**src/rtl/post_pkg.sv**
```systemverilog
package post_pkg;
  localparam int NUM_STAGES = 4;
  localparam int STG_W      = $clog2(NUM_STAGES);

  localparam logic [STG_W-1:0] STG_BOOT = 2'd0;
  localparam logic [STG_W-1:0] STG_BUS  = 2'd1;
  localparam logic [STG_W-1:0] STG_RAM  = 2'd2;
  localparam logic [STG_W-1:0] STG_ROM  = 2'd3;
  localparam logic [STG_W-1:0] STG_LAST = STG_ROM;

  typedef enum logic [2:0] {
    SQ_IDLE,
    SQ_WAIT,
    SQ_HALT_BOOT,
    SQ_HALT_BUS,
    SQ_HALT_CODE,
    SQ_DONE
  } seq_state_t;

  typedef enum logic [1:0] {
    PH_IDLE,
    PH_ON,
    PH_OFF,
    PH_GAP
  } phase_t;
endpackage

```
**src/rtl/post_seq_fsm.sv**
```systemverilog
module post_seq_fsm
  import post_pkg::*;
#(
  parameter int IDX_W = 5,
  parameter int CNT_W = IDX_W + 1
) (
  input  logic                  clk,
  input  logic                  rst,
  input  logic                  test_sel,
  input  logic [NUM_STAGES-1:0] stg_done,
  input  logic [NUM_STAGES-1:0] stg_fail,
  input  logic [IDX_W-1:0]      fail_idx,
  output logic [NUM_STAGES-1:0] stg_start,
  output logic                  led_boot,
  output logic                  led_bus,
  output logic                  in_progress,
  output logic                  all_pass,
  output logic                  code_en,
  output logic [CNT_W-1:0]      code_cnt
);
  seq_state_t       state;
  logic [STG_W-1:0] stage;
  logic [STG_W-1:0] stage_nxt;
  logic             sel_q;

  assign stage_nxt = stage + 1'b1;
  assign code_en   = (state == SQ_HALT_CODE);

  always_ff @(posedge clk) begin
    if (rst) begin
      state       <= SQ_IDLE;
      stage       <= STG_BOOT;
      sel_q       <= test_sel;
      stg_start   <= '0;
      led_boot    <= 1'b0;
      led_bus     <= 1'b0;
      in_progress <= 1'b0;
      all_pass    <= 1'b0;
      code_cnt    <= '0;
    end else begin
      stg_start <= '0;
      case (state)
        SQ_IDLE: begin
          if (sel_q) begin
            state     <= SQ_WAIT;
            stage     <= STG_BOOT;
            stg_start <= NUM_STAGES'(1);
          end
        end
        SQ_WAIT: begin
          if (stg_fail[stage]) begin
            case (stage)
              STG_BOOT: begin
                state    <= SQ_HALT_BOOT;
                led_boot <= 1'b1;
              end
              STG_BUS: begin
                state   <= SQ_HALT_BUS;
                led_bus <= 1'b1;
              end
              default: begin
                state    <= SQ_HALT_CODE;
                code_cnt <= CNT_W'(fail_idx) + CNT_W'(1);
              end
            endcase
          end else if (stg_done[stage]) begin
            if (stage == STG_BUS) in_progress <= 1'b1;
            if (stage == STG_LAST) begin
              state    <= SQ_DONE;
              all_pass <= 1'b1;
            end else begin
              stage     <= stage_nxt;
              stg_start <= NUM_STAGES'(1) << stage_nxt;
            end
          end
        end
        default: ;
      endcase
    end
  end

  AST_START_ONEHOT: assert property (@(posedge clk) disable iff (rst)
    $onehot0(stg_start));
  AST_NOSEL_QUIET: assert property (@(posedge clk) disable iff (rst)
    !sel_q |-> (stg_start == '0 && !led_boot && !led_bus && !all_pass));
  AST_HALT_QUIET: assert property (@(posedge clk) disable iff (rst)
    (led_boot || led_bus || code_en || all_pass) |=> stg_start == '0);
  AST_BOOT_HOLD: assert property (@(posedge clk) disable iff (rst)
    led_boot |=> led_boot);
  AST_BUS_HOLD: assert property (@(posedge clk) disable iff (rst)
    led_bus |=> led_bus);
  AST_PROG_HOLD: assert property (@(posedge clk) disable iff (rst)
    in_progress |=> in_progress);
  AST_PASS_HOLD: assert property (@(posedge clk) disable iff (rst)
    all_pass |=> (all_pass && !led_boot && !led_bus));
endmodule

```
**src/rtl/post_pulse_gen.sv**
```systemverilog
module post_pulse_gen
  import post_pkg::*;
#(
  parameter int CNT_W     = 6,
  parameter int PULSE_CYC = 4,
  parameter int GAP_CYC   = 16
) (
  input  logic             clk,
  input  logic             rst,
  input  logic             en,
  input  logic [CNT_W-1:0] count,
  output logic             led
);
  localparam int TMAX = (GAP_CYC > PULSE_CYC) ? GAP_CYC : PULSE_CYC;
  localparam int TW   = $clog2(TMAX + 1);
  localparam logic [TW-1:0] PULSE_LAST = TW'(PULSE_CYC - 1);
  localparam logic [TW-1:0] GAP_LAST   = TW'(GAP_CYC - 1);

  phase_t           phase;
  logic [TW-1:0]    tcnt;
  logic [CNT_W-1:0] pcnt;

  always_ff @(posedge clk) begin
    if (rst || !en) begin
      phase <= PH_IDLE;
      tcnt  <= '0;
      pcnt  <= '0;
    end else begin
      case (phase)
        PH_IDLE: begin
          phase <= PH_ON;
          tcnt  <= '0;
          pcnt  <= CNT_W'(1);
        end
        PH_ON: begin
          if (tcnt == PULSE_LAST) begin
            tcnt  <= '0;
            phase <= (pcnt >= count) ? PH_GAP : PH_OFF;
          end else begin
            tcnt <= tcnt + 1'b1;
          end
        end
        PH_OFF: begin
          if (tcnt == PULSE_LAST) begin
            tcnt  <= '0;
            pcnt  <= pcnt + 1'b1;
            phase <= PH_ON;
          end else begin
            tcnt <= tcnt + 1'b1;
          end
        end
        default: begin
          if (tcnt == GAP_LAST) begin
            tcnt  <= '0;
            pcnt  <= CNT_W'(1);
            phase <= PH_ON;
          end else begin
            tcnt <= tcnt + 1'b1;
          end
        end
      endcase
    end
  end

  assign led = (phase == PH_ON);

  AST_DARK_WHEN_OFF: assert property (@(posedge clk) disable iff (rst)
    !en |=> !led);
  AST_PCNT_RANGE: assert property (@(posedge clk) disable iff (rst)
    (en && phase != PH_IDLE) |-> (pcnt >= CNT_W'(1) && pcnt <= count));
  AST_GAP_TO_ON: assert property (@(posedge clk) disable iff (rst)
    (en && phase == PH_GAP && tcnt == GAP_LAST) |=> led);
endmodule

```
**src/rtl/post_selftest.sv**
```systemverilog
module post_selftest
  import post_pkg::*;
#(
  parameter int IDX_W     = 5,
  parameter int PULSE_CYC = 50_000_000,
  parameter int GAP_CYC   = 200_000_000
) (
  input  logic                  clk,
  input  logic                  rst,
  input  logic                  test_sel,
  input  logic [NUM_STAGES-1:0] stg_done,
  input  logic [NUM_STAGES-1:0] stg_fail,
  input  logic [IDX_W-1:0]      fail_idx,
  output logic [NUM_STAGES-1:0] stg_start,
  output logic                  led_boot,
  output logic                  led_bus,
  output logic                  led_code,
  output logic                  in_progress,
  output logic                  all_pass
);
  localparam int CNT_W = IDX_W + 1;

  logic             code_en;
  logic [CNT_W-1:0] code_cnt;

  post_seq_fsm #(.IDX_W(IDX_W), .CNT_W(CNT_W)) u_seq (
    .clk(clk), .rst(rst), .test_sel(test_sel),
    .stg_done(stg_done), .stg_fail(stg_fail), .fail_idx(fail_idx),
    .stg_start(stg_start), .led_boot(led_boot), .led_bus(led_bus),
    .in_progress(in_progress), .all_pass(all_pass),
    .code_en(code_en), .code_cnt(code_cnt)
  );

  post_pulse_gen #(.CNT_W(CNT_W), .PULSE_CYC(PULSE_CYC), .GAP_CYC(GAP_CYC)) u_pulse (
    .clk(clk), .rst(rst), .en(code_en), .count(code_cnt), .led(led_code)
  );

  AST_CODE_EXCL: assert property (@(posedge clk) disable iff (rst)
    led_code |-> (!led_boot && !led_bus && !all_pass && stg_start == '0));
endmodule

```
**config.mk**
```make
export PLATFORM = sky130hd
export DESIGN_NAME = post_selftest
export DESIGN_NICKNAME = d
export VERILOG_FILES = /design/src/rtl/post_pkg.sv /design/src/rtl/post_seq_fsm.sv /design/src/rtl/post_pulse_gen.sv /design/src/rtl/post_selftest.sv
export SDC_FILE = /design/constraint.sdc
export NUM_CORES = 1
export LEC_CHECK = 0
export BUFFER_PORTS_ARGS = -buffer_cell sky130_fd_sc_hd__buf_2
export CORE_MARGIN = 1.5
export CORE_UTILIZATION = 55
export DETAILED_ROUTE_END_ITERATION = 16
export PLACE_DENSITY_LB_ADDON = 0.25
export SLEW_MARGIN = 20
export SYNTH_ARGS = -nofsm -noshare
export SYNTH_HDL_FRONTEND = slang
export SYNTH_SLANG_ARGS = --single-unit
export TNS_END_PERCENT = 1
```
**constraint.sdc**
```tcl
create_clock -name clk -period 2.46 [get_ports clk]
set_input_delay 0.246 -clock clk [delete_from_list [all_inputs] [get_ports clk]]
set_output_delay 0.246 -clock clk [all_outputs]
set_load 0.02 [all_outputs]
```
* Word level (Yosys, flattened, before mapping)
Cells that the tools add are included.
Storage, ports and cells: output and inout port bits 9, logic and storage cells 88, input bits 16, register bits 56
Operators by class: add/sub/neg operators 4, reductions and logical operators 19, $lt $le $gt $ge 2, multiplexer cells 31, bitwise gates (word level) 3, eq/ne operators 16, shifts and indexed selects 1
Operators with widths (count):
- $mux W28 | 2
- $pmux W28 S2 | 1
- $add A28 B1 Y28 const B | 1
- $eq A28 B26 Y1 const B | 1
- $eq A28 B28 Y1 const B | 1
- $pmux W6 S3 | 1
- $reduce_and A3 Y1 | 5
- $mux W2 | 7
- $mux W3 | 4
- $mux W4 | 3
- $mux W6 | 2
- $pmux W3 S2 | 2
- $reduce_and A4 Y1 | 3
- $ne A2 B1 Y1 const B | 4
- $pmux W4 S2 | 1
- $add A5 B1 Y6 const B | 1
- $add A6 B1 Y6 const B | 1
- $ge A6 B6 Y1 | 1
- $ne A3 B1 Y1 const B | 2
- $pmux W2 S3 | 1
- $reduce_and A5 Y1 | 1
- $bmux W1 S2 | 2
- $eq A2 B1 Y1 const B | 2
- $eq A2 B2 Y1 const B | 2
- 17 further kinds | 25

* Logic depth before layout (Yosys ltp)
depth after elaboration 6, gate-level depth with buffers 8, mapped depth without buffers 7

* By module
Synthesis repeated with hierarchy kept, for this count alone.
Unflattened totals: cell total of the unflattened synthesis 339, area, all modules 3071.7 um^2
By module, submodules not included:
- post_pulse_gen | cells each 237, times used 1, area each 2053.2 um^2, seq. area each 720.7 um^2
- post_seq_fsm | cells each 102, times used 1, area each 1018.5 um^2, seq. area each 410.4 um^2

* Least setup slack after synthesis
OpenSTA, ideal clock, no wires.
path kind register -> register, from register u_pulse.tcnt[11], to register u_pulse.pcnt[1], period minus slack after synthesis 1.860 ns, buffers on the path 0, setup slack 0.600 ns, library setup time 0.120 ns, arrival time 1.741 ns, data required time 2.340 ns, cell stages (with the launch flop) 6, cells stage by stage dfxtp_1 or4_4 nor4_4 a31oi_2 o21a_1 a211o_1
Between the ends: cells in the longest elaborated chain, start to end 3, elaborated cells on any way between the ends 5, classes of those cells eq/ne: 3; reduce/logical: 2
Ends and longest elaborated chain:
- start: declaration | line post_pulse_gen.sv:20 | logic [TW-1:0] tcnt;
- start signal: assignment | line post_pulse_gen.sv:40 | tcnt <= tcnt + 1'b1;
- start signal: assignment | line post_pulse_gen.sv:49 | tcnt <= tcnt + 1'b1;
- start signal: assignment | line post_pulse_gen.sv:58 | tcnt <= tcnt + 1'b1;
- $eq A28 B26 Y1 or $eq A28 B28 Y1 (tied branches) | line post_pulse_gen.sv:44, post_pulse_gen.sv:53
- $ne A2 B1 Y1 (no line) or $reduce_bool A3 Y1 (tied branches)
- $reduce_and A3 Y1 (no line) (*)
- end signal: assignment | line post_pulse_gen.sv:46 | pcnt <= pcnt + 1'b1;
- end: declaration | line post_pulse_gen.sv:21 | logic [CNT_W-1:0] pcnt;
Every way passes the cells marked *; elsewhere a longest branch is shown, timed or not. A chain may end at the register's enable or synchronous reset.

* Final worst setup path
from register u_pulse.tcnt[16], to register u_pulse.pcnt[3]
The elaborated chain is that of the path after synthesis.

==> flow_summary.ini <==
[route]
routed_via_density = 5.44
vias = 2376
antenna_left = 0
drc = 0
drt_iter0_drc = 94
routed_wl_mm = 5.47
wl_per_cell_um = 12.5
dr.pass1.iters = 4

[logic_synthesis]
syn_area_um2 = 2940
ys_async_sr_fraction_pct = 0
yosysTopAreaCell = dfxtp_1
syn_inst = 340
yosysSeqAreaShare_pct = 38.5
synth_ff_type = dfxtp_1
synth-seq-cells = 56
synth_most_common_cell = nor2_1
synth-edff-count = 1
netlist_top_cells_count = 57 x nor2_1, 55 x dfxtp_1, 25 x nand2_1
yosys.area.top_type_share_pct = 37.5
synth.avg_cell_area_um2 = 8.63
synth-warning-count = 0
ys_types = 48
synthTopCellsByArea = dfxtp_1 38%, ha_1 7.7%, nor2_1 7.3%
synth_nets = 374

[status]
status = finished clean

[floorplan]
start_util_pct = 57.1
die_w_um = 76.1
die_area_um2 = 5780
num_rows = 26
ioPinCount = 25
core_area_um2 = 5140
die_h_um = 76.1

[power]
leakagePower_nw = 1.19
ir_drop_uv = 314
total_power_mw = 1.52
p_per_area_nw_per_um2 = 474

[global_routing]
grt.total_usage_pct = 20.4
grt.overflow.total = 0
antenna_found_initial = 0
grt_max_degree = 28
grt_pass1_vias = 2263
grt_pass1_wl_mm = 9.66

[place]
port_buffers = 24
dpl.hpwl_mm = 3.96
place_area_um2 = 3120
gp_congestion = 0.854

[sta]
max_freq_mhz = 474
finalHoldViolCount = 0
max_slew_margin_pct = 61.2
hold_ws_ns = 0.103
fin_crit_sh_pct = 85.8
rsz0062_at_grt = no
setup_viol = 0
final.setup.tns_ns = 0
fin_skew_ns = 0.00698
slew_violations = 0
period_needed_ns = 2.11
worst_pin_slew_ns = 0.574

[cts]
cts_root_buf = clkbuf_8
numClockSinks = 56
cts_buffer_depth = 2
clk_pin_slew_ns = 0.10
cts_tree = built
ctsResizeCount = 0
cts_setup_buffers = 0
clock_latency_ns = 0.32
ctsHoldBuffers = 0
ctsHtreeMaxLevel = 2
cts_buffers = 5

[cells_and_area]
finalNetCount = 400
postLayoutCellArea_um2 = 3210
diodes = 0
drive_above_1_share_pct = 12.8
syn_to_final_growth_pct = 9.29
utilization_pct = 62.4

[hold_path]
hold_class = in2reg

[critical_path]
cp_slowest_cell = nor4bb_1
critPathTopFamily = simple AND/OR/NAND/NOR gates
worstPathCellList = nor4_1 -> nor4bb_1 -> and3_1 -> a21oi_1 -> a211o_1
critPathKind = reg2reg
startpoint_type = register
cp_num_buf_inv = 0
cp-end-kind = register
path_max_fanout = 11
arrival_ns = 2.32
max_stage_delay_ns = 0.51
crit_required_ns = 2.67

[flow_run]
cap_viol_max_count = 0
==> path summary, 6_finish.rpt <==
kind,slack [ns],from,depth (start not counted),endpoint
max,0.35,u_pulse.tcnt[16]$_SDFF_PP0_,5,u_pulse.pcnt[3]$_SDFFE_PP0P_
min,0.10,test_sel,1,u_seq.sel_q$_DFFE_PP_
max reg2reg,0.35,u_pulse.tcnt[16]$_SDFF_PP0_,5,u_pulse.pcnt[3]$_SDFFE_PP0P_
min reg2reg,0.47,u_seq.code_cnt[1]$_SDFFE_PP0P_,2,u_seq.code_cnt[1]$_SDFFE_PP0P_
==> state kept, by name, summed over array words and instances (netlist names) <==
name / cells
u_seq.stg_start: 4
u_seq.all_pass: 1
u_seq.in_progress: 1
u_seq.led_boot: 1
u_pulse.phase: 2
u_seq.sel_q: 1
u_seq.state: 3
u_pulse.tcnt: 28
u_seq.led_bus: 1
u_pulse.pcnt: 6
u_seq.code_cnt: 6
u_seq.stage: 2
==> cell usage in the layout (no fill, tap or decap), types with 3 or more instances in the layout <==
master	netlist	final
and3_1	11	11
xnor2_1	22	22
nor3_1	9	9
inv_1	20	20
nor4_1	4	4
clkbuf_8	0	6
buf_4	0	4
o211ai_1	3	3
buf_2	1	24
nand4_1	5	5
nand3_1	19	19
nand2b_1	3	3
ha_1	18	18
a211oi_1	5	5
a21oi_1	17	17
xor2_1	7	7
o21ai_0	7	7
a21o_1	3	3
nand3b_1	4	4
dfxtp_1	55	55
and2_1	4	4
nor2_1	57	57
and4_1	5	5
nand2_1	25	25
a211o_1	4	4
==> where the power goes <==
part	switching, mW	total (mW)	internal (mW)	leakage [nW]
Sequential	0.00963	0.928	0.918	0.453
Clock	0.294	0.520	0.225	0.0510
Combinational	0.0404	0.0743	0.0340	0.685
Total	0.344	1.52	1.18	1.19
==> layer usage <==
layer | part of all wire, % | GRT usage [%] | vias up
li1 | - | - | 1229
met1 | 47 | 24.4 | 1085
met2 | 47 | 35.4 | 54
met3 | 4.7 | 5.15 | 8
met4 | 1.4 | 7.59 | 0
met5 | 0 | 0 | -
==> cell type report <==
type | count | area, um^2
Timing Repair Buffer | 28 | 150
Tap cell | 70 | 87.6
Fill cell | 475 | 1930
Inverter | 20 | 75.1
Sequential cell | 56 | 1130
Clock buffer | 6 | 82.6
Multi-Input combinational cell | 255 | 1670
Clock inverter | 2 | 10.0
==> logic make-up after synthesis <==
kind of cell	Yosys count	synth area share (%)
buf+inv	29	4.52
compound gates	46	10.6
mux	4	2.26
xor+xnor	29	8.65
flops	56	38.5
simple gates	158	27.8
fa+ha+maj	18	7.67
==> per-stage QoR <==
step	worst slack [ns]	std cells
global placement	0.444	429
CTS	0.377	437
detailed placement	0.373	429
global route	0.214	437
finish	0.350	437
floorplan	0.600	340
No activity file was read; power rests on OpenSTA's default activity.
